==> config.mk <==
export PLATFORM = sky130hd
export DESIGN_NAME = tcc_conv
export DESIGN_NICKNAME = d
export VERILOG_FILES = /design/src/rtl/tcc_pkg.sv /design/src/rtl/tcc_trim.sv /design/src/rtl/tcc_prep.sv /design/src/rtl/tcc_sdiv.sv /design/src/rtl/tcc_conv.sv
export SDC_FILE = /design/constraint.sdc
export NUM_CORES = 1
export LEC_CHECK = 0
export ABC_AREA = 1
export BUFFER_PORTS_ARGS = -buffer_cell sky130_fd_sc_hd__buf_4
export CORE_ASPECT_RATIO = 1.2
export CORE_MARGIN = 3
export CORE_UTILIZATION = 55
export CTS_BUF_LIST = sky130_fd_sc_hd__clkbuf_16
export CTS_CLUSTER_SIZE = 24
export DETAILED_ROUTE_END_ITERATION = 10
export HOLD_SLACK_MARGIN = 0.12
export PLACE_DENSITY = 0.72
export SYNTH_ARGS = -nofsm -noshare
export SYNTH_HDL_FRONTEND = slang
export SYNTH_SLANG_ARGS = --single-unit
==> constraint.sdc <==
create_clock -name clk -period 13.72 [get_ports clk]
set_input_delay 2.744 -clock clk [delete_from_list [all_inputs] [get_ports clk]]
set_output_delay 2.744 -clock clk [all_outputs]
set_load 0.005 [all_outputs]
==> src/rtl/tcc_pkg.sv <==
package tcc_pkg;
   typedef enum logic [1:0] {
      CAL_FIXED = 2'd0,
      CAL_ONE   = 2'd1,
      CAL_TWO   = 2'd2,
      CAL_ALT   = 2'd3
   } cal_mode_e;

   typedef enum logic {
      ST_IDLE = 1'b0,
      ST_DIV  = 1'b1
   } conv_state_e;
endpackage

==> src/rtl/tcc_trim.sv <==
module tcc_trim #(
   parameter int DW     = 8,
   parameter int EF_MIN = 40,
   parameter int EF_MAX = 100
) (
   input  logic          clk,
   input  logic          rst_n,
   input  logic          load,
   input  logic [DW-1:0] trim1_in,
   input  logic [DW-1:0] trim2_in,
   input  logic [DW-1:0] fuse_in,
   output logic [DW-1:0] trim1_q,
   output logic [DW-1:0] trim2_q
);
   localparam logic [DW-1:0] LO = DW'(EF_MIN);
   localparam logic [DW-1:0] HI = DW'(EF_MAX);

   logic t1_bad;

   always_comb begin
      t1_bad = (trim1_in < LO) || (trim1_in > HI) || (trim2_in != '0);
   end

   always_ff @(posedge clk or negedge rst_n) begin
      if (!rst_n) begin
         trim1_q <= '0;
         trim2_q <= '0;
      end else if (load) begin
         trim1_q <= t1_bad ? fuse_in : trim1_in;
         trim2_q <= trim2_in;
      end
   end
endmodule

==> src/rtl/tcc_prep.sv <==
module tcc_prep
   import tcc_pkg::*;
#(
   parameter int DW        = 8,
   parameter int SW        = 18,
   parameter int OFFSET    = 50,
   parameter int REF_LO    = 25,
   parameter int REF_HI    = 85,
   parameter int LO_T      = 25,
   parameter int HI_T      = 125,
   parameter int LO_C      = 75,
   parameter int HI_C      = 175,
   parameter bit LEGACY_EN = 1'b1
) (
   input  logic                 dir,
   input  logic [DW-1:0]        val,
   input  cal_mode_e            mode,
   input  logic [DW-1:0]        t1,
   input  logic [DW-1:0]        t2,
   input  logic                 range_chk,
   output logic                 use_div,
   output logic                 pre_err,
   output logic signed [SW-1:0] num,
   output logic signed [SW-1:0] den,
   output logic signed [SW-1:0] addend,
   output logic signed [SW-1:0] direct
);
   localparam logic signed [SW-1:0] K_OFF  = SW'(OFFSET);
   localparam logic signed [SW-1:0] K_REF  = SW'(REF_LO);
   localparam logic signed [SW-1:0] K_SPAN = SW'(REF_HI - REF_LO);

   logic signed [SW-1:0] v_s, t1_s, t2_s, dt_s;
   logic                 range_fail;

   always_comb begin
      v_s  = {{(SW-DW){1'b0}}, val};
      t1_s = {{(SW-DW){1'b0}}, t1};
      t2_s = {{(SW-DW){1'b0}}, t2};
      dt_s = t2_s - t1_s;
   end

   generate
      if (LEGACY_EN) begin : g_window
         localparam logic [DW-1:0] WLT = DW'(LO_T);
         localparam logic [DW-1:0] WHT = DW'(HI_T);
         localparam logic [DW-1:0] WLC = DW'(LO_C);
         localparam logic [DW-1:0] WHC = DW'(HI_C);
         always_comb begin
            if (dir) range_fail = range_chk && ((val < WLC) || (val > WHC));
            else     range_fail = range_chk && ((val < WLT) || (val > WHT));
         end
      end else begin : g_nowindow
         always_comb range_fail = 1'b0;
      end
   endgenerate

   always_comb begin
      use_div = 1'b0;
      num     = '0;
      den     = K_SPAN;
      addend  = '0;
      direct  = '0;
      unique case (mode)
         CAL_ONE: begin
            direct = dir ? (v_s - t1_s + K_REF) : (v_s + t1_s - K_REF);
         end
         CAL_TWO: begin
            use_div = 1'b1;
            if (dir) begin
               num    = (v_s - t1_s) * K_SPAN;
               den    = dt_s;
               addend = K_REF;
            end else begin
               num    = (v_s - K_REF) * dt_s;
               den    = K_SPAN;
               addend = t1_s;
            end
         end
         default: begin
            direct = dir ? (v_s - K_OFF) : (v_s + K_OFF);
         end
      endcase
      pre_err = range_fail || (use_div && (den == '0));
   end
endmodule

==> src/rtl/tcc_sdiv.sv <==
module tcc_sdiv #(
   parameter int SW = 18
) (
   input  logic                 clk,
   input  logic                 rst_n,
   input  logic                 start,
   input  logic signed [SW-1:0] num,
   input  logic signed [SW-1:0] den,
   output logic                 qdone,
   output logic signed [SW-1:0] quot
);
   localparam int CW = $clog2(SW + 1);

   logic [SW-1:0] dq, d_mag, n_mag, d_in;
   logic [SW:0]   rm, shifted, d_ext;
   logic [CW-1:0] cnt;
   logic          neg, ge;

   always_comb begin
      n_mag   = num[SW-1] ? (-num) : num;
      d_in    = den[SW-1] ? (-den) : den;
      d_ext   = {1'b0, d_mag};
      shifted = {rm[SW-1:0], dq[SW-1]};
      ge      = (shifted >= d_ext);
      quot    = neg ? (-dq) : dq;
   end

   always_ff @(posedge clk or negedge rst_n) begin
      if (!rst_n) begin
         dq    <= '0;
         d_mag <= '0;
         rm    <= '0;
         cnt   <= '0;
         neg   <= 1'b0;
         qdone <= 1'b0;
      end else begin
         qdone <= 1'b0;
         if (start) begin
            dq    <= n_mag;
            d_mag <= d_in;
            rm    <= '0;
            cnt   <= CW'(SW);
            neg   <= num[SW-1] ^ den[SW-1];
         end else if (cnt != '0) begin
            rm    <= ge ? (shifted - d_ext) : shifted;
            dq    <= {dq[SW-2:0], ge};
            cnt   <= cnt - 1'b1;
            qdone <= (cnt == CW'(1));
         end
      end
   end
endmodule

==> src/rtl/tcc_conv.sv <==
module tcc_conv
   import tcc_pkg::*;
#(
   parameter int DW        = 8,
   parameter int OFFSET    = 50,
   parameter int REF_LO    = 25,
   parameter int REF_HI    = 85,
   parameter int LO_T      = 25,
   parameter int HI_T      = 125,
   parameter int LO_C      = 75,
   parameter int HI_C      = 175,
   parameter int EF_MIN    = 40,
   parameter int EF_MAX    = 100,
   parameter bit LEGACY_EN = 1'b1
) (
   input  logic          clk,
   input  logic          rst_n,
   input  logic          trim_load,
   input  logic [DW-1:0] trim1_in,
   input  logic [DW-1:0] trim2_in,
   input  logic [DW-1:0] fuse_dflt,
   input  logic [1:0]    cal_mode,
   input  logic          range_chk,
   input  logic          req_valid,
   input  logic          req_dir,
   input  logic [DW-1:0] req_val,
   output logic          busy,
   output logic          done,
   output logic          err,
   output logic [DW-1:0] result
);
   localparam int SW = 2*DW + 2;
   localparam logic signed [SW-1:0] K_MAX = SW'((1 << DW) - 1);

   generate
      if (DW < 4)             begin : g_bad_dw   $error("DW too small");          end
      if (REF_HI <= REF_LO)   begin : g_bad_ref  $error("bad reference points");  end
      if (LO_T > HI_T)        begin : g_bad_twin $error("bad temperature window"); end
      if (LO_C > HI_C)        begin : g_bad_cwin $error("bad code window");       end
      if (HI_C >= (1 << DW))  begin : g_bad_hic  $error("code window too wide");  end
      if (EF_MIN > EF_MAX)    begin : g_bad_ef   $error("bad trim bounds");       end
   endgenerate

   conv_state_e          st;
   logic [DW-1:0]        t1_q, t2_q;
   logic                 use_div, pre_err, accept, dv_start, dv_done;
   logic signed [SW-1:0] num, den, addend, direct, dv_q, add_q, dv_sum;
   logic                 direct_bad, sum_bad;

   tcc_trim #(.DW(DW), .EF_MIN(EF_MIN), .EF_MAX(EF_MAX)) u_trim (
      .clk      (clk),
      .rst_n    (rst_n),
      .load     (trim_load),
      .trim1_in (trim1_in),
      .trim2_in (trim2_in),
      .fuse_in  (fuse_dflt),
      .trim1_q  (t1_q),
      .trim2_q  (t2_q)
   );

   tcc_prep #(
      .DW(DW), .SW(SW), .OFFSET(OFFSET), .REF_LO(REF_LO), .REF_HI(REF_HI),
      .LO_T(LO_T), .HI_T(HI_T), .LO_C(LO_C), .HI_C(HI_C), .LEGACY_EN(LEGACY_EN)
   ) u_prep (
      .dir       (req_dir),
      .val       (req_val),
      .mode      (cal_mode_e'(cal_mode)),
      .t1        (t1_q),
      .t2        (t2_q),
      .range_chk (range_chk),
      .use_div   (use_div),
      .pre_err   (pre_err),
      .num       (num),
      .den       (den),
      .addend    (addend),
      .direct    (direct)
   );

   tcc_sdiv #(.SW(SW)) u_div (
      .clk   (clk),
      .rst_n (rst_n),
      .start (dv_start),
      .num   (num),
      .den   (den),
      .qdone (dv_done),
      .quot  (dv_q)
   );

   always_comb begin
      accept     = req_valid && (st == ST_IDLE);
      dv_start   = accept && use_div && !pre_err;
      direct_bad = direct[SW-1] || (direct > K_MAX);
      dv_sum     = dv_q + add_q;
      sum_bad    = dv_sum[SW-1] || (dv_sum > K_MAX);
      busy       = (st == ST_DIV);
   end

   always_ff @(posedge clk or negedge rst_n) begin
      if (!rst_n) begin
         st     <= ST_IDLE;
         add_q  <= '0;
         done   <= 1'b0;
         err    <= 1'b0;
         result <= '0;
      end else begin
         done <= 1'b0;
         unique case (st)
            ST_IDLE: begin
               if (accept) begin
                  if (pre_err) begin
                     done   <= 1'b1;
                     err    <= 1'b1;
                     result <= '0;
                  end else if (!use_div) begin
                     done   <= 1'b1;
                     err    <= direct_bad;
                     result <= direct_bad ? '0 : direct[DW-1:0];
                  end else begin
                     st    <= ST_DIV;
                     add_q <= addend;
                  end
               end
            end
            ST_DIV: begin
               if (dv_done) begin
                  st     <= ST_IDLE;
                  done   <= 1'b1;
                  err    <= sum_bad;
                  result <= sum_bad ? '0 : dv_sum[DW-1:0];
               end
            end
            default: st <= ST_IDLE;
         endcase
      end
   end
endmodule

==> Word level (Yosys, flattened, before mapping) <==
Index checks and enable logic that the tools add are counted.
{ "op_classes": {"addsub": 14, "multipliers": 2, "order_cmp": 9, "eq_ne": 6, "muxes": 46, "bitwise": 3, "reduce_logical": 20} }
{ "op_table": {"columns": ["operator", "n"], "rows": [
  ["$mux 18", 15],
  ["$mux 8", 8],
  ["$neg 18->18", 3],
  ["$gt 18x9->1 const B", 2],
  ["$pmux 18 s2", 1],
  ["$ge 19x18->1", 1],
  ["$add 18x18->18", 1],
  ["$add 18x6->18 const B", 1],
  ["$logic_not 18->1", 1],
  ["$mul 18x18->18", 1],
  ["$mul 18x5->16 const B", 1],
  ["$sub 18x18->18", 1],
  ["$sub 18x6->18 const B", 1],
  ["$sub 8x8->9", 2],
  ["$gt 8x7->1 const B", 2],
  ["$mux 1", 16],
  ["$pmux 8 s2", 1],
  ["$mux 5", 2],
  ["$add 8x6->9 const B", 1],
  ["$add 8x8->9", 1],
  ["$sub 8x5->9 const B", 1],
  ["$sub 8x6->9 const B", 1],
  ["$gt 8x8->1 const B", 1],
  ["$lt 8x5->1 const B", 1],
  ["other kinds (20)", 34]
]} }
{ "totals": {"register_bits": 106, "input_bits": 40, "out_inout_bits": 11, "wordCells": 113} }

==> Depth between registers and ports, before layout <==
{ "depth": {"depth_word": 11, "depth_mapped": 43, "mapped_depth_nobuf": 43} }

==> Modules after synthesis <==
From an unflattened synthesis, not the netlist that was laid out.
{ "unflattened": {"hier_cells": 2214, "hier_area_um2": 15124.5} }
{ "modules_own_cells": {"columns": ["mod", "n_inst", "cells_each", "area_per_inst_um2"], "rows": [
  ["tcc_prep", 1, 972, 6680.2],
  ["tcc_sdiv", 1, 729, 4964.8],
  ["tcc_conv", 1, 389, 2602.5],
  ["tcc_trim", 1, 124, 877.1]
]} }

==> Worst setup path after synthesis <==
Ideal clock, no wire load.
{ "synth_timing": {"kind": "input to register", "from": "input port req_val[0]", "to": "register u_div.dq[16]", "setup_ns": 0.117, "arrival_ns": 8.292, "required_time_ns": 13.603, "slack_ns": 5.311, "cell_stages": 33, "cell_sequence": "buf_2 > inv_1 > ha_1 > nand2_1 > nand2_1 > nor2_1 > nor2_1 > inv_1 > nor3_1 > nand2_1 > fa_1 > inv_1 > fa_1 > fa_1 > fa_1 > inv_1 > fa_1 > inv_1 > ha_1 > nand2_1 > nand3_1 > o21ai_0 > nand2_1 > nor3_2 > nand3_1 > inv_1 > nand3_1 > nor2_1 > nand2_1 > nand2_1 > nand2_1 > nand3_1 > nand2_1"} }
{ "synth_between": {"elab_chain_cells": 8, "word_cells_on_any_way": 22, "cone_classes": "add/sub (3); mul (2); order compare (4); mux (5); reduce/logical (8)"} }
{ "synth_rtl": {"columns": ["element", "line", "source"], "rows": [
  ["start: declaration", "tcc_conv.sv:26", "input logic [DW-1:0] req_val,"],
  ["parallel branches: the longest is 8 deep, another holds $mul 18x18->18", null, null],
  ["end signal: assignment", "tcc_sdiv.sv:39", "dq <= n_mag;"],
  ["end signal: assignment", "tcc_sdiv.sv:46", "dq <= {dq[SW-2:0], ge};"],
  ["end: declaration", "tcc_sdiv.sv:14", "logic [SW-1:0] dq, d_mag, n_mag, d_in;"]
]} }
Several ways; the timed one is not identified.
A chain may end at the register's enable or synchronous reset.

==> Worst setup path after layout <==
{ "layout_timing": {"from": "input port req_val[1]", "to": "register u_div.dq[15]"} }
The elaborated chain is that of the path after synthesis.

==> impl_metrics.ini <==
[clock_network]
cts_tree = done
clk_path_buf_depth = 2
insertion_delay_ns = 0.36
post_cts_buffers = 0
cts-hold-fix-buffers = 0
cts-resized-gates = 0
cts_buffers = 9
clock_sink_count = 96
clk_pin_slew_worst_paths_ns = 0.09
cts.htree.levels = 3
clockRootBuffer = clkbuf_16

[logic_synthesis]
synthMuxAreaShare_pct = 0.753
synth_adder_area_share_pct = 26.2
synthFlopType = dfrtp_1
synth_top_cells_by_area = dfrtp_1 18%, fa_1 14%, ha_1 13%
synth_compound_area_share_pct = 13.1
yosysWarningCount = 0
synth_enable_flop_cells = 0
synth_top_family_by_area = adder cells
yosys_register_bits = 96
synthesis.nets = 2121
synth_cell_type_count = 60
synthMostInstantiatedCell = nand2_1
netlist_instances = 1860
synthArstFlopShare_pct = 100
yosysTopAreaCell = dfrtp_1
synth-simple-area-share_pct = 24.7
synth_area_sq_mm = 0.0131
yosys-top-cells-count = 412 x nand2_1, 356 x inv_1, 151 x nor2_1
synth_largest_type_area_fraction_pct = 18.3
synth-seq-area-share_pct = 18.3
synth_xor_xnor_area_share_pct = 4.80
postSynthAreaPerCell_sq_um = 7.06

[drt]
route.detailed.wl_per_inst_microns = 16.2
antenna_violating_nets_post_route = 0
wl_met2_microns = 18400
detail_route.iter0.violations = 830
detail_route.vias_per_cell = 5.46
wirelength_microns = 35600
highest-signal-layer = met4
detail_route.drc_violations = 0
wl_met1_microns = 14600
dr_total_vias = 12037
wl_met3_microns = 1490
drt_pre_antenna_iters = 5

[placed_design]
globalplace.congestion = 0.942
place.port_buffers = 50
dp_hpwl_microns = 29600

[critical_path]
setup.worst_path.start_class = input pin
critPathSlowestCell = fa_1
critical_path_arrival_ns = 9.14
worst-path-max-fanout = 25
critical-path-max-stage-delay_ns = 0.74
worst_ep_required_time_ns = 14.00
reg2reg_depth = 35
worstSetupPathType = input pin to flop
worstSetupEndpointType = flop
path_common_cell = nand2_1

[timing]
timing.clock.skew_ns = 0.0188
timing_hold_violations_final = 0
slew_headroom_pct = 39.2
fmax_mhz = 113
report.final.slew_viol_count = 0
timing.final.setup_violations = 0
max_slew.worst_pin.slew_ns = 0.912
rsz0062_at_grt = false
final_min_period_over_clock_period_pct = 64.6
finalSetupTns_ns = 0
layout_min_cycle_time_ns = 8.87

[floorplanning]
fp-row-count = 61
initial_utilization_pct = 56.2
die-area_sq_mm = 0.0258
ioPinCount = 51
floorplan.die.width_microns = 147
floorplan.die.height_microns = 175
core_region_area_sq_mm = 0.0234

[run_status]
run_status = completed

[global_routing]
grt_overflow_total = 0
track_usage_pct = 27.9
grt_antenna_before_repair = 0
global_route_wire_length_before_repair_microns = 58300
grt_start_max_net_pins = 74
first_global_vias = 11693

[final_layout]
post_route_cells_drive_above_1_share_pct = 6.72
area_delta_synth_final_pct = 6.82
nNetsFinal = 2145
fillers = 2249
antenna-diode-count = 0

[run]
timing.max_cap.violations = 0

[hold_path]
timing.hold.worst_path_depth = 2
holdCritPathClass = flop to flop
-- metrics by stage --
stage	instances	area [sq um]	hold slack [ns]	setup slack [ns]	util, %
after floorplan	1860	13100	0.425	5.31	-
after global placement	2188	13700	0.451	4.71	58.7
after detailed placement	2188	13700	0.453	4.52	58.7
after CTS	2204	14000	0.476	4.89	60.0
after global routing	2204	14000	0.497	4.23	60.0
final	2204	14000	0.474	4.85	60.0
-- worst max-delay path: cells and delay by family --
kind,cells,cell delay (ns)
AO/OA/AOI/OAI,3,0.54
adder cells (fa/ha/maj),7,3.13
buffers and inverters,7,0.78
XOR/XNOR,1,0.16
AND/OR/NAND/NOR,15,1.80
-- worst paths after layout --
path,startpoint,endpoint,slack (ns)
setup / recovery,req_val[1],u_div.dq[15],4.85
hold / removal,u_div.d_mag[14],u_div.d_mag[14],0.47
setup reg to reg,u_trim.trim1_q[1],u_div.dq[15],6.67
hold reg to reg,u_div.d_mag[14],u_div.d_mag[14],0.47
max in group asynchronous,rst_n,u_trim.trim1_q[5],10.19
min in group asynchronous,rst_n,u_div.dq[12],2.28
-- cell usage in the layout, fill, tap and decap left out, types with 20 or more instances in the layout --
cell type and n:
nand4_1 30, nand2_1 412, nand3_1 110, fa_1 89
o21ai_1 21, o22ai_1 23, nor3_1 21, nor2_1 151
a21oi_1 80, inv_1 356, buf_4 54, xnor2_1 20
xor2_1 52, dfrtp_1 96, o21ai_0 96, ha_1 132
-- cells by family (layout without fill, tap and decap cells) --
family | Yosys count | in the layout
XOR/XNOR | 72 | 72
adder cells (fa/ha/maj) | 221 | 221
AO/OA/AOI/OAI | 290 | 290
buffers and inverters | 410 | 439
AND/OR/NAND/NOR | 762 | 762
flip-flops | 96 | 96
multiplexers | 9 | 9
-- flip-flops by register name, indices dropped and copies added (netlist names) --
| signal | count |
|---|---|
| result | 8 |
| u_div.qdone | 1 |
| add_q | 8 |
| u_div.neg | 1 |
| busy | 1 |
| u_trim.trim2_q | 8 |
| err | 1 |
| u_div.rm | 18 |
| u_div.dq | 18 |
| u_div.cnt | 5 |
| done | 1 |
| u_trim.trim1_q | 8 |
| u_div.d_mag | 18 |
-- layer usage --
layer / GRT usage, % / vias to the layer above
li1: - / 5981
met5: 0 / -
met4: 9.83 / 0
met1: 34.3 / 5670
met3: 2.72 / 67
met2: 51.0 / 319
-- final cells by class --
class	count	area, sq um	area share, %
clock buffers	9	225	1.61
well taps	315	394	2.81
flip-flops and latches	96	2400	17.1
multi-input cells	1354	9130	65.1
inverters	369	1390	9.91
clock inverters	7	81.3	0.580
repair buffers	54	405	2.89
Power is not shown: default switching activity piles up to over one toggle a cycle in this logic, so the estimate is an artifact.
